$ cat config.mk
export PLATFORM = sky130hd
export DESIGN_NAME = dmach_ctrl
export DESIGN_NICKNAME = d
export VERILOG_FILES = /design/src/rtl/dmach_pkg.sv /design/src/rtl/dmach_reqdet.sv /design/src/rtl/dmach_xfer.sv /design/src/rtl/dmach_ctrl.sv
export SDC_FILE = /design/constraint.sdc
export NUM_CORES = 1
export LEC_CHECK = 0
export ABC_AREA = 1
export ABC_CLOCK_PERIOD_IN_PS = 1720
export BUFFER_PORTS_ARGS = -buffer_cell sky130_fd_sc_hd__buf_2
export CAP_MARGIN = 20
export CORE_MARGIN = 2
export CORE_UTILIZATION = 30
export DETAILED_ROUTE_END_ITERATION = 8
export PLACE_DENSITY = 0.57
export SYNTH_ARGS = -nofsm -noshare
export SYNTH_HDL_FRONTEND = slang
export SYNTH_HIERARCHICAL = 1
export SYNTH_SLANG_ARGS = --single-unit
export TNS_END_PERCENT = 100
$ cat constraint.sdc
create_clock -name clk -period 1.72 [get_ports clk]
set_input_delay 0.344 -clock clk [delete_from_list [all_inputs] [get_ports clk]]
set_output_delay 0.344 -clock clk [all_outputs]
set_load 0.05 [all_outputs]
$ cat src/rtl/dmach_pkg.sv
package dmach_pkg;
  typedef enum logic [1:0] {
    DET_LOW  = 2'b00,
    DET_FALL = 2'b01,
    DET_HIGH = 2'b10,
    DET_RISE = 2'b11
  } det_mode_e;

  typedef enum logic [1:0] {
    SRC_AUTO   = 2'b00,
    SRC_PERIPH = 2'b01,
    SRC_PIN    = 2'b10,
    SRC_NONE   = 2'b11
  } src_e;

  typedef enum logic [1:0] {
    ST_IDLE = 2'b00,
    ST_REQ  = 2'b01,
    ST_XFER = 2'b10
  } st_e;

  // control word bit positions
  localparam int B_GO    = 0;
  localparam int B_END   = 1;
  localparam int B_IE    = 2;
  localparam int B_SIZE  = 3;
  localparam int B_BURST = 5;
  localparam int B_BOK   = 6;
  localparam int B_MODE  = 7;
  localparam int B_SRC   = 9;
  localparam int CTL_W   = 11;
endpackage

$ cat src/rtl/dmach_reqdet.sv
module dmach_reqdet
  import dmach_pkg::*;
#(
  parameter int SYNC_STAGES = 2
) (
  input  logic      clk,
  input  logic      rst,
  input  logic      pin,
  input  logic      per_strobe,
  input  src_e      src,
  input  det_mode_e mode,
  input  logic      take,
  output logic      want
);
  localparam int MSB = SYNC_STAGES - 1;

  logic [SYNC_STAGES-1:0] sync_q;
  logic prev_q, pend_q;
  logic s, rise, fall, edge_hit, lvl_hit, hit;

  assign s        = sync_q[MSB];
  assign rise     = s & ~prev_q;
  assign fall     = ~s & prev_q;
  assign edge_hit = mode[1] ? rise : fall;
  assign lvl_hit  = mode[1] ? s : ~s;
  assign hit      = ((src == SRC_PERIPH) & per_strobe) |
                    ((src == SRC_PIN) & mode[0] & edge_hit);

  always_ff @(posedge clk) begin
    if (rst) begin
      sync_q <= '0;
      prev_q <= 1'b0;
      pend_q <= 1'b0;
    end else begin
      sync_q <= {sync_q[SYNC_STAGES-2:0], pin};
      prev_q <= s;
      pend_q <= hit | (pend_q & ~take);
    end
  end

  always_comb begin
    unique case (src)
      SRC_AUTO:   want = 1'b1;
      SRC_PERIPH: want = pend_q;
      SRC_PIN:    want = mode[0] ? pend_q : lvl_hit;
      default:    want = 1'b0;
    endcase
  end


  pend_hold_chk: assert property (@(posedge clk) disable iff (rst)
    (pend_q && !take) |=> pend_q);
endmodule

$ cat src/rtl/dmach_xfer.sv
module dmach_xfer
  import dmach_pkg::*;
#(
  parameter int CNT_W      = 24,
  parameter int LINE_BEATS = 4
) (
  input  logic             clk,
  input  logic             rst,
  input  logic             go,
  input  logic             burst_eff,
  input  logic [1:0]       size,
  input  logic             want,
  input  logic             gnt,
  input  logic             beat_done,
  input  logic             cnt_ld,
  input  logic [CNT_W-1:0] cnt_wdata,
  input  logic             end_clr,
  output logic             bus_req,
  output logic             take,
  output logic [CNT_W-1:0] cnt,
  output logic             end_flag
);
  localparam int BEAT_W = $clog2(LINE_BEATS);

  st_e              st_q;
  logic [BEAT_W-1:0] beat_q;
  logic [CNT_W-1:0] cnt_q;
  logic             end_q, req_q, active, last;

  assign active   = go & ~end_q & (cnt_q != '0);
  assign last     = (size == 2'b11) ? (beat_q == BEAT_W'(LINE_BEATS - 1)) : 1'b1;
  assign take     = (st_q == ST_REQ) & gnt;
  assign bus_req  = req_q;
  assign cnt      = cnt_q;
  assign end_flag = end_q;

  always_ff @(posedge clk) begin
    if (rst) begin
      st_q   <= ST_IDLE;
      beat_q <= '0;
      cnt_q  <= '0;
      end_q  <= 1'b0;
      req_q  <= 1'b0;
    end else begin
      if (end_clr) end_q <= 1'b0;
      if (cnt_ld) cnt_q <= cnt_wdata;
      unique case (st_q)
        ST_IDLE: if (active && want) begin
          st_q  <= ST_REQ;
          req_q <= 1'b1;
        end
        ST_REQ: if (gnt) begin
          st_q   <= ST_XFER;
          beat_q <= '0;
        end
        ST_XFER: if (beat_done) begin
          if (last) begin
            cnt_q  <= cnt_q - 1'b1;
            beat_q <= '0;
            if (cnt_q == CNT_W'(1)) begin
              end_q <= 1'b1;
              req_q <= 1'b0;
              st_q  <= ST_IDLE;
            end else if (!burst_eff) begin
              req_q <= 1'b0;
              st_q  <= ST_IDLE;
            end
          end else begin
            beat_q <= beat_q + 1'b1;
          end
        end
        default: st_q <= ST_IDLE;
      endcase
    end
  end


  cs_release_chk: assert property (@(posedge clk) disable iff (rst)
    (st_q == ST_XFER && beat_done && last && !burst_eff) |=> !bus_req);

  burst_hold_chk: assert property (@(posedge clk) disable iff (rst)
    (st_q == ST_XFER && burst_eff && !(beat_done && last && cnt_q == CNT_W'(1)))
      |=> bus_req);

  end_sticky_chk: assert property (@(posedge clk) disable iff (rst)
    (end_q && !end_clr) |=> end_q);

  cnt_step_chk: assert property (@(posedge clk) disable iff (rst)
    !cnt_ld |=> (cnt_q == $past(cnt_q) || cnt_q == $past(cnt_q) - CNT_W'(1)));
endmodule

$ cat src/rtl/dmach_ctrl.sv
module dmach_ctrl
  import dmach_pkg::*;
#(
  parameter int CHAN_ID     = 0,
  parameter int MODE_CHANS  = 4,
  parameter int CNT_W       = 24,
  parameter int DATA_W      = 32,
  parameter int SYNC_STAGES = 2,
  parameter int LINE_BEATS  = 4
) (
  input  logic              clk,
  input  logic              rst,
  input  logic              wr_en,
  input  logic              wr_sel,
  input  logic [DATA_W-1:0] wr_data,
  input  logic              rd_sel,
  output logic [DATA_W-1:0] rd_data,
  input  logic              req_pin,
  input  logic              periph_req,
  output logic              bus_req,
  input  logic              bus_gnt,
  input  logic              beat_done,
  output logic              irq
);
  logic       ctl_we, cnt_ld, end_clr, go_q, ie_q, burst_q, bok_q;
  logic [1:0] size_q;
  src_e       src_q;
  det_mode_e  mode_q;
  logic       want, take, end_flag;
  logic [CNT_W-1:0] cnt;
  logic [DATA_W-1:0] rd_q;
  logic       unused_hi;

  assign ctl_we    = wr_en & ~wr_sel;
  assign cnt_ld    = wr_en & wr_sel;
  assign end_clr   = ctl_we & ~wr_data[B_END];
  assign unused_hi = &{1'b0, wr_data[DATA_W-1:CNT_W]};

  always_ff @(posedge clk) begin
    if (rst) begin
      go_q    <= 1'b0;
      ie_q    <= 1'b0;
      burst_q <= 1'b0;
      bok_q   <= 1'b0;
      size_q  <= 2'b00;
      src_q   <= SRC_AUTO;
    end else if (ctl_we) begin
      go_q    <= wr_data[B_GO];
      ie_q    <= wr_data[B_IE];
      burst_q <= wr_data[B_BURST];
      bok_q   <= wr_data[B_BOK];
      size_q  <= wr_data[B_SIZE +: 2];
      src_q   <= src_e'(wr_data[B_SRC +: 2]);
    end
  end

  generate
    if (CHAN_ID < MODE_CHANS) begin : g_mode
      always_ff @(posedge clk) begin
        if (rst) mode_q <= DET_LOW;
        else if (ctl_we) mode_q <= det_mode_e'(wr_data[B_MODE +: 2]);
      end
    end else begin : g_nomode
      assign mode_q = DET_LOW;
    end
  endgenerate

  dmach_reqdet #(.SYNC_STAGES(SYNC_STAGES)) u_det (
    .clk(clk), .rst(rst), .pin(req_pin), .per_strobe(periph_req),
    .src(src_q), .mode(mode_q), .take(take), .want(want)
  );

  dmach_xfer #(.CNT_W(CNT_W), .LINE_BEATS(LINE_BEATS)) u_xfer (
    .clk(clk), .rst(rst), .go(go_q), .burst_eff(burst_q & bok_q),
    .size(size_q), .want(want), .gnt(bus_gnt), .beat_done(beat_done),
    .cnt_ld(cnt_ld), .cnt_wdata(wr_data[CNT_W-1:0]), .end_clr(end_clr),
    .bus_req(bus_req), .take(take), .cnt(cnt), .end_flag(end_flag)
  );

  always_ff @(posedge clk) begin
    if (rst) rd_q <= '0;
    else if (rd_sel) rd_q <= DATA_W'(cnt);
    else rd_q <= DATA_W'({src_q, mode_q, bok_q, burst_q, size_q, ie_q, end_flag, go_q});
  end

  assign rd_data = rd_q;
  assign irq     = end_flag & ie_q;


  irq_chk: assert property (@(posedge clk) disable iff (rst)
    ($rose(end_flag) && ie_q) |-> irq);
endmodule

==> results of run 1 <==
## layer usage
| metal | track usage | wire length [um] | up-vias |
|---|---|---|---|
| met5 | 0 | 0 | - |
| met4 | 0.0659 | 219 | 0 |
| met3 | 0.0432 | 478 | 15 |
| met2 | 0.250 | 4320 | 86 |
| met1 | 0.192 | 4370 | 1547 |
| li1 | - | - | 1813 |
## power by group
group | switching [mW] | total, mW | internal [mW]
Sequential | 0.0934 | 1.78 | 1.68
Clock | 0.673 | 2.01 | 1.34
Combinational | 0.716 | 1.07 | 0.350
Total | 1.48 | 4.85 | 3.37
## flip-flops by register name (all words and copies together), names as in the netlist
name / count
rd_data: 24
u_xfer/cnt: 24
mode_q: 2
size_q: 2
src_q: 2
u_det/sync_q: 2
u_xfer/beat_q: 2
u_xfer/st_q: 2
bok_q: 1
burst_q: 1
go_q: 1
ie_q: 1
u_det/pend_q: 1
u_det/prev_q: 1
u_xfer/bus_req: 1
u_xfer/end_flag: 1
## synth_stat cells
| cell | n | area, um^2 |
|---|---|---|
| o211ai_1 | 6 | 45.0 |
| dfxtp_1 | 68 | 1360 |
| nand4_1 | 5 | 31.3 |
| o21ai_0 | 51 | 255 |
| o21ai_1 | 3 | 15.0 |
| nand3_1 | 33 | 165 |
| a211oi_2 | 1 | 12.5 |
| nor2_2 | 6 | 37.5 |
| nand2_1 | 95 | 357 |
| xor2_1 | 4 | 35.0 |
| nor2_4 | 2 | 22.5 |
| clkinv_1 | 1 | 3.75 |
| nor4_1 | 1 | 6.26 |
| nor2_1 | 101 | 379 |
| and3b_1 | 1 | 8.76 |
| ha_1 | 4 | 50.1 |
| inv_2 | 5 | 18.8 |
| inv_1 | 84 | 315 |
| a211oi_1 | 2 | 15.0 |
| nand3b_1 | 1 | 7.51 |
| a31oi_1 | 10 | 62.6 |
| nand2_2 | 2 | 12.5 |
| buf_1 | 1 | 3.75 |
| xnor2_1 | 1 | 8.76 |
| a21oi_2 | 2 | 17.5 |
| buf_2 | 8 | 40.0 |
| a21oi_1 | 20 | 100 |
| nand3_2 | 1 | 10.0 |
| clkbuf_1 | 4 | 15.0 |
| conb_1 | 1 | 3.75 |
| mux2i_1 | 1 | 10.0 |
| nor3_4 | 1 | 16.3 |
| nor3_1 | 2 | 10.0 |
| buf_4 | 9 | 67.6 |
| buf_6 | 2 | 22.5 |
## kinds of logic (layout without fill, tap and decap cells)
logic type                 count (synthesis)  count (layout)  synth area share
other                                      1               8           0.00106
xor gates and xnor gates                   5               5            0.0124
adders and majority gates                  4               4            0.0141
buffers and inverters                    114             180             0.137
DFF                                       68              68             0.384
and+or+nand+nor                          251             251             0.300
AOI/OAI and AO/OA                         95              95             0.148
muxes                                      1               1           0.00283
## cell type report
cell class,count,area share
Multi-Input combinational cell,364,0.399
Sequential cell,68,0.312
Timing Repair Buffer,75,0.0959
Inverter,90,0.0775
Clock buffer,11,0.0580
Tap cell,143,0.0411
Clock inverter,4,0.0167
## per-stage QoR
stage / cells / TNS [ps] / total power, mW
CTS: 755 / 0 / 4.87
detailed placement: 740 / 0 / 2.85
global route: 755 / -28.0 / 5.11
floorplan: 546 / 0 / 2.57
global placement: 740 / 0 / 2.83
finish: 755 / 0 / 4.85
## worst paths after layout
path	from	endpoint	slack, ps	cells after the start
max	u_xfer/cnt[2]$_SDFF_PP0_	u_xfer/cnt[23]$_SDFF_PP0_	140	9
min	req_pin	u_det/sync_q[0]$_SDFF_PP0_	210	3
max reg2reg	u_xfer/cnt[2]$_SDFF_PP0_	u_xfer/cnt[23]$_SDFF_PP0_	140	9
min reg2reg	u_det/sync_q[0]$_SDFF_PP0_	u_det/sync_q[1]$_SDFF_PP0_	410	2
## worst register-to-register path, delay by kind of cell (launching register included)
kind	cells	cell delay (ps)
AO/OA/AOI/OAI	1	150
XOR/XNOR	1	130
buffers and inverters	2	110
flip-flops	1	360
AND/OR/NAND/NOR	5	700
==> reports/qor.csv, run 1 <==
stage,metric,value,unit
outcome,status,completed,
power_and_ir_drop,worst ir drop on vdd,0.000657,V
power_and_ir_drop,pwr dens,1110,mW/mm^2
route,drt total wl,9390,um
route,1st-iter DRT viols,263,
timing,Tmin final,1580,ps
final_layout,Final Instance Area,0.00436,mm^2
flow_run,maximum capacitance violations,0,
placed_design,Detailed Place HPWL,7010,um
setup_path,critical path data arrival time,1800,ps
setup_path,crit path kind,flip-flop to flip-flop,
floorplanning,Die Width,113,um
route,via count,3461,
timing,final hold slack,214,ps
yosys,"flops & latches, synth",68,
clock_network,CTS Buffer Depth,2,
placed_design,dpl cell area,0.00402,mm^2
placed_design,Place WS,70.5,ps
clock_network,Sink Count,68,
clock_network,CTS tree,built,
final_layout,register area,0.00136,mm^2
clock_network,cts bufs inserted,9,
clock_network,total setup buffers inserted after CTS,0,
final_layout,"most common cell after layout, fill and taps aside",nor2_1,
final_layout,# nets final,653,
final_layout,fillers,1219,
setup_path,ordered list of cells on the worst path,"nor2_1, inv_1, nor2_2, nand2_1, nor2_2, nand2_1, xnor2_1, o21ai_0, inv_1",
setup_path,slowest CP cell,dfxtp_1,
timing,final hold vios,0,
timing,worst clock skew,9.52,ps
timing,unrepaired setup endpoints after global routing,yes,
route,WL/cell,12.4,um
clock_network,clock-pin slew on the worst setup and hold paths,60,ps
route,DR vias/cell,4.58,
setup_path,Worst Path Buf+Inv,2,
floorplanning,die area,0.0127,mm^2
final_layout,share of cells above drive strength 1,0.186,
global_route,vias in the first global route,3338,
clock_network,# H-tree levels,3,
setup_path,Crit path largest cell delay,360,ps
final_layout,"commonest non-fill, non-tap cells in the layout","nor2_1, nand2_1, inv_1",
floorplanning,Die Span Y,113,um
yosys,Synth Cell Area,0.00354,mm^2
yosys,Synth cell types,35,
yosys,post-synthesis instance total,539,
timing,pin slew with the least headroom to its limit,578,ps
setup_path,Worst setup SP type,flip-flop,
timing,Max Freq,635,MHz
global_route,largest net degree at the start of global routing,23,
setup_path,CP top delay family,simple AND/OR/NAND/NOR gates,
floorplanning,Initial Util,0.309,
floorplanning,Top Ports,75,
hold_path,hold crit path type,input port to flip-flop,
global_route,first-pass GRT wire length,15600,um
yosys,share of the yosys chip area belonging to registers,0.384,
global_route,overall routing resource usage,0.154,
yosys,Avg Inst Size Synth,6.57,um^2
timing,final setup fails,0,
setup_path,CP max FO,5,
setup_path,Worst Setup End Kind,flip-flop,
floorplanning,Rows,39,
clock_network,Clock Latency Late Sink,340,ps
timing,final period utilization,0.916,
global_route,GRT overflow,0,
power_and_ir_drop,Pleak,2.11,nW
clock_network,Post-CTS Hold Buffers,0,
final_layout,area of the multi-input gates,0.00174,mm^2
setup_path,critical path data required time,1950,ps
placed_design,port bufs,58,
timing,Slew Limit Fails,0,
timing,Worst Slack Setup Final,145,ps
route,DR DRC count,0,
global_route,antenna violations before repair,0,
yosys,Yosys warning count,6,
clock_network,post_cts resized,0,
timing,Rel. slew slack,0.614,
route,Post-DRT Antenna Nets,0,
clock_network,CTS root buffer,clkbuf_16,
floorplanning,CORE AREA,0.0115,mm^2
placed_design,RePlAce Congestion,0.838,
final_layout,end-of-flow core utilization,0.380,
route,DRT Pass-1 Iters,4,
final_layout,diodes inserted,0,
final_layout,area delta synth->final,23.0,%
Power figures use the tool's default switching activity.
==> run 2, diff against run 1 <==
ABC_CLOCK_PERIOD_IN_PS = 2000   (was 1720)
SYNTH_HIERARCHICAL = unset   (was 1)
clock period = 2 ns   (was 1.72 ns; I/O delays follow)
==> run 2 against run 1 <==
Sequential power decreased by 7%. Critical endpoint is now u_xfer.cnt[16]$_SDFF_PP0_. Die area fell by 4.6%. Non-clock buffer count shrank 9. Area after synthesis is 4.8% lower. Flip-flop and latch count stayed put. Total power decreased by 12%. Register-to-register slack better by 50 ps. Sequential share of layout area is 3.1 points higher. Largest power group is now registers.
==> reports/qor.csv, run 2 <==
stage,metric,value,unit
placed_design,Place WS,279,ps
placed_design,RePlAce Congestion,0.818,
power_and_ir_drop,pwr dens,1070,mW/mm^2
setup_path,critical path data arrival time,2040,ps
route,DR vias/cell,4.65,
route,Post-DRT Antenna Nets,0,
setup_path,most frequent CP cell,inv_1,
yosys,Synth area leaders,"dfxtp_1, o21ai_0, nand2_1",
timing,Rel. slew slack,0.663,
final_layout,share of cells above drive strength 1,0.187,
setup_path,reg-to-reg startpoint,u_xfer.cnt[0]$_SDFF_PP0_,
global_route,gr busiest metal,met2,
placed_design,Placed Cells,670,
clock_network,total setup buffers inserted after CTS,0,
setup_path,R2R setup slack,190,ps
global_route,vias in the first global route,2928,
yosys,top cell type's share of synthesized area,0.404,
setup_path,CP Depth,10,
clock_network,clock-pin slew on the worst setup and hold paths,70,ps
clock_network,Clock Latency Late Sink,350,ps
yosys,Avg Inst Size Synth,6.97,um^2
setup_path,ordered list of cells on the worst path,"inv_1, ha_1, inv_1, nor3_1, inv_1, nor2_4, nand2_1, xor2_1, o21ai_0, inv_1",
setup_path,crit path from,u_xfer.cnt[0]$_SDFF_PP0_,
floorplanning,die area,0.0121,mm^2
setup_path,Worst Setup End Kind,flip-flop,
placed_design,port bufs,58,
yosys,Synth Cell Area,0.00337,mm^2
yosys,"Top FF cell, synth",dfxtp_1,
floorplanning,Top Ports,75,
clock_network,CTS tree,built,
global_route,overall routing resource usage,0.147,
yosys,share of the yosys chip area belonging to registers,0.404,
floorplanning,CORE AREA,0.0109,mm^2
global_route,GR Util met2,0.230,
clock_network,cts bufs inserted,9,
setup_path,crit path kind,flip-flop to flip-flop,
setup_path,CP top delay family,buffers and inverters,
final_layout,# nets final,586,
hold_path,hold crit path type,input port to flip-flop,
timing,worst clock skew,10.5,ps
setup_path,Crit path largest cell delay,330,ps
setup_path,critical path data required time,2230,ps
setup_path,depth of the worst register-to-register path,10,
route,WL/cell,12.3,um
final_layout,diodes inserted,0,
yosys,Yosys warning count,0,
timing,setup_tns,0,ps
final_layout,area delta synth->final,17.7,%
setup_path,Worst Setup EP,u_xfer.cnt[16]$_SDFF_PP0_,
route,DR DRC count,0,
timing,final setup fails,0,
clock_network,Sink Count,68,
yosys,Post-synth top cells,"nand2_1, dfxtp_1, nor2_1",
global_route,antenna violations before repair,0,
timing,final hold vios,0,
yosys,leading area contributor after synthesis,dfxtp_1,
clock_network,CTS Buffer Depth,2,
setup_path,slowest CP cell,dfxtp_1,
final_layout,"commonest non-fill, non-tap cells in the layout","nand2_1, nor2_1, dfxtp_1",
yosys,cell with the most instances after synthesis,nand2_1,
yosys,"flops & latches, synth",68,
floorplanning,Die Span Y,110,um
floorplanning,Die Width,110,um
timing,unrepaired setup endpoints after global routing,no,
route,drt total wl,8440,um
timing,Tmin final,1810,ps
final_layout,final std cells w/o fill,686,
power_and_ir_drop,Pleak,1.86,nW
final_layout,fillers,1162,
power_and_ir_drop,worst ir drop on vdd,0.000541,V
timing,Slew Limit Fails,0,
floorplanning,Rows,38,
yosys,Synth cell types,31,
timing,Max Freq,553,MHz
flow_run,maximum capacitance violations,0,
global_route,GRT overflow,0,
clock_network,CTS root buffer,clkbuf_8,
global_route,M3 GR Usage,0.0435,
global_route,largest net degree at the start of global routing,37,
setup_path,Worst Path Buf+Inv,4,
yosys,Async SR Flop Fraction,0,
yosys,post-synthesis instance total,484,
yosys,Post-synth EDFFs,0,
timing,final period utilization,0.904,
global_route,first-pass GRT wire length,13800,um
power_and_ir_drop,Tot Pwr,4.26,mW
placed_design,Detailed Place HPWL,6200,um
route,1st-iter DRT viols,164,
setup_path,reg-to-reg endpoint,u_xfer.cnt[16]$_SDFF_PP0_,
setup_path,Worst setup SP type,flip-flop,
route,DRT Pass-1 Iters,4,
timing,Worst Slack Setup Final,191,ps
clock_network,# H-tree levels,3,
final_layout,"most common cell after layout, fill and taps aside",nand2_1,
route,via count,3193,
timing,pin slew with the least headroom to its limit,504,ps
clock_network,Post-CTS Hold Buffers,0,
outcome,status,completed,
clock_network,post_cts resized,0,
floorplanning,Initial Util,0.310,
setup_path,CP max FO,6,
global_route,met1 usage,0.196,
run 2: how the worst min path moves through the flow:
stage	slack, ps	startpoint	end	cells after the start
2_1_floorplan	390	u_det.sync_q[0]$_SDFF_PP0_	u_det.sync_q[1]$_SDFF_PP0_	2
3_3_place_gp	390	u_det.sync_q[0]$_SDFF_PP0_	u_det.sync_q[1]$_SDFF_PP0_	2
3_5_place_dp	400	u_det.sync_q[0]$_SDFF_PP0_	u_det.sync_q[1]$_SDFF_PP0_	2
4_1_cts	230	req_pin	u_det.sync_q[0]$_SDFF_PP0_	3
5_1_grt	250	req_pin	u_det.sync_q[0]$_SDFF_PP0_	3
6_report	250	req_pin	u_det.sync_q[0]$_SDFF_PP0_	3
run 2: where the power goes:
part	internal, mW	switching (mW)	total, mW
Combinational	0.485	1.06	1.54
Sequential	1.52	0.136	1.66
Clock	0.545	0.520	1.06
run 2: area by class of cell:
type / count / area [um^2] / area share
tap: 140 / 175 / 0.0441
clock buffer: 12 / 165 / 0.0416
multi-input combinational: 328 / 1640 / 0.413
timing repair buffer: 66 / 350 / 0.0883
sequential: 68 / 1360 / 0.343
clock inverter: 4 / 22.5 / 0.00567
inverter: 68 / 255 / 0.0643
run 2: cells by family after synthesis:
kind of cell             Yosys count  synth area share
flip-flops                        68             0.404
AND/OR/NAND/NOR                  190             0.254
adder cells (fa/ha/maj)            4            0.0148
buffers and inverters             95             0.118
XOR/XNOR                           8            0.0208
AO/OA/AOI/OAI                    118             0.187
other                              1           0.00111
run 2: per-layer routing:
| layer | share of wire | wire length, um |
|---|---|---|
| met1 | 0.49 | 4130 |
| met2 | 0.45 | 3810 |
| met3 | 0.053 | 449 |
| met4 | 0.0066 | 56 |
| met5 | 0 | 0 |
run 2: worst min-delay path: cells and delay by family:
kind          cells  cell delay (ps)
simple gates      1               60
buf+inv           2              100
run 2: through the flow:
| stage | util | area, um^2 | hold slack (ps) |
|---|---|---|---|
| 2_1_floorplan | - | 3400 | 388 |
| 3_3_place_gp | 0.347 | 3780 | 390 |
| 3_5_place_dp | 0.347 | 3780 | 398 |
| 4_1_cts | 0.365 | 3970 | 232 |
| 5_1_grt | 0.365 | 3970 | 253 |
| 6_report | 0.365 | 3970 | 248 |
==> run 3, diff against run 2 <==
PLACE_DENSITY = unset   (was 0.57)
SLEW_MARGIN = 40   (was unset)
==> run 3 against run 2 <==
Clock power increased by 20%. Critical path depth unchanged. First-iteration DRC count fell by 7.9%. Sequential share of layout area is 0.37 points lower. Die area is the same. Cell count did not move. Wire length shrank 1.7%. Combinational power about the same. Fmax increased by 3.9%. Hold slack better by 3.1 ps. Largest power group unchanged.
==> reports/qor.csv, run 3 (synthesis gave the netlist of run 2 again) <==
stage,metric,value,unit
power_and_ir_drop,Switching Fraction,0.380,
floorplanning,CORE AREA,0.0109,mm^2
clock_network,Post-CTS Hold Buffers,0,
outcome,status,completed,
final_layout,"commonest non-fill, non-tap cells in the layout","nand2_1, nor2_1, dfxtp_1",
timing,Slew Limit Fails,0,
global_route,overall routing resource usage,0.146,
placed_design,Detailed Place HPWL,6200,um
clock_network,Clock Latency Late Sink,350,ps
placed_design,RePlAce Congestion,0.850,
route,via count,3143,
clock_network,post_cts resized,0,
setup_path,crit path kind,flip-flop to flip-flop,
final_layout,share of cells above drive strength 1,0.187,
clock_network,CTS tree,built,
power_and_ir_drop,Switching Power,1.70,mW
power_and_ir_drop,pwr dens,1110,mW/mm^2
power_and_ir_drop,register share of total power,0.372,
timing,final hold vios,0,
setup_path,Worst setup SP type,flip-flop,
setup_path,reg-to-reg startpoint,u_xfer.cnt[0]$_SDFF_PP0_,
final_layout,"most common cell after layout, fill and taps aside",nand2_1,
floorplanning,Initial Util,0.310,
setup_path,critical path data arrival time,1980,ps
clock_network,# H-tree levels,3,
flow_run,maximum capacitance violations,0,
route,DR vias/cell,4.58,
timing,worst clock skew,7.97,ps
global_route,first-pass GRT wire length,13700,um
hold_path,hold crit path type,input port to flip-flop,
global_route,GRT overflow,0,
power_and_ir_drop,Tot Pwr,4.47,mW
final_layout,# nets final,587,
placed_design,Placed Cells,671,
setup_path,depth of the worst register-to-register path,10,
power_and_ir_drop,worst ir drop on vdd,0.000610,V
setup_path,Worst Setup End Kind,flip-flop,
clock_network,Sink Count,68,
power_and_ir_drop,Pint,2.77,mW
route,WL/cell,12.1,um
floorplanning,Rows,38,
timing,Tmin final,1740,ps
timing,unrepaired setup endpoints after global routing,no,
clock_network,clock-pin slew on the worst setup and hold paths,70,ps
timing,Max Freq,575,MHz
setup_path,reg-to-reg endpoint,u_xfer.cnt[16]$_SDFF_PP0_,
power_and_ir_drop,Gate power share,0.344,
floorplanning,Die Span Y,110,um
final_layout,final std cells w/o fill,686,
power_and_ir_drop,Pleak,1.88,nW
timing,final setup fails,0,
floorplanning,die area,0.0121,mm^2
setup_path,crit path from,u_xfer.cnt[0]$_SDFF_PP0_,
power_and_ir_drop,clock power share,0.284,
final_layout,area delta synth->final,19.0,%
placed_design,port bufs,58,
clock_network,total setup buffers inserted after CTS,0,
timing,final period utilization,0.870,
global_route,antenna violations before repair,0,
setup_path,Worst Setup EP,u_xfer.cnt[16]$_SDFF_PP0_,
route,1st-iter DRT viols,151,
setup_path,CP max FO,6,
timing,setup_tns,0,ps
final_layout,diodes inserted,0,
clock_network,CTS root buffer,clkbuf_8,
clock_network,CTS Buffer Depth,2,
setup_path,critical path data required time,2240,ps
global_route,vias in the first global route,2941,
floorplanning,Top Ports,75,
route,DR DRC count,0,
route,drt total wl,8300,um
setup_path,R2R setup slack,260,ps
floorplanning,Die Width,110,um
route,DRT Pass-1 Iters,4,
route,Post-DRT Antenna Nets,0,
global_route,largest net degree at the start of global routing,37,
clock_network,cts bufs inserted,9,
run 3: changes by cell type in the layout (fill, tap and decap cells not counted), sizes merged:
cell    previous run  this run
bufinv             0         2
clkinv             4         2
buf               66        67
clkbuf            12        11
run 3: power by group through the flow:
stage	combinational, mW	sequential (mW)	clock, mW
2_1_floorplan	1.09	1.80	0
3_3_place_gp	1.51	1.68	0
3_5_place_dp	1.53	1.69	0
4_1_cts	1.54	1.66	1.30
5_1_grt	1.75	1.69	1.35
6_report	1.54	1.66	1.27
run 3: cell type report:
| cell class | count | area (um^2) |
|---|---|---|
| Inverter | 68 | 255 |
| Clock buffer | 11 | 151 |
| Timing Repair Buffer | 67 | 358 |
| Sequential cell | 68 | 1360 |
| Fill cell | 1161 | 6880 |
| Tap cell | 140 | 175 |
| Clock inverter | 4 | 72.6 |
| Multi-Input combinational cell | 328 | 1640 |
run 3: worst min-delay path by stage:
stage	startpoint	slack, ps	end	cells past startpoint
6_report	req_pin	250	u_det.sync_q[0]$_SDFF_PP0_	3
5_1_grt	req_pin	250	u_det.sync_q[0]$_SDFF_PP0_	3
4_1_cts	req_pin	240	u_det.sync_q[0]$_SDFF_PP0_	3
3_5_place_dp	u_det.sync_q[0]$_SDFF_PP0_	390	u_det.sync_q[1]$_SDFF_PP0_	2
3_3_place_gp	u_det.sync_q[0]$_SDFF_PP0_	390	u_det.sync_q[1]$_SDFF_PP0_	2
2_1_floorplan	u_det.sync_q[0]$_SDFF_PP0_	390	u_det.sync_q[1]$_SDFF_PP0_	2
run 3: metrics by stage:
step / hold slack [ps] / utilization / setup slack [ps] / area [um^2]
final: 251 / 0.369 / 260 / 4010
after global routing: 253 / 0.369 / 39.8 / 4010
after CTS: 237 / 0.369 / 258 / 4010
after detailed placement: 394 / 0.348 / 278 / 3790
after global placement: 390 / 0.348 / 287 / 3790
after floorplan: 388 / - / 494 / 3400
run 3: critical path: stages, from the launching register on:
cell and delay, ps:
dfxtp_1 330, inv_1 150, ha_1 220, inv_1 90, nor3_1 130, inv_1 110
nor2_4 180, nand2_1 90, xor2_1 140, o21ai_0 140, inv_1 50
run 3: per-layer routing:
layer	global-route usage	wire length, um
met5	0	0
met3	0.0400	529
met1	0.193	3990
met2	0.226	3610
met4	0.0579	169
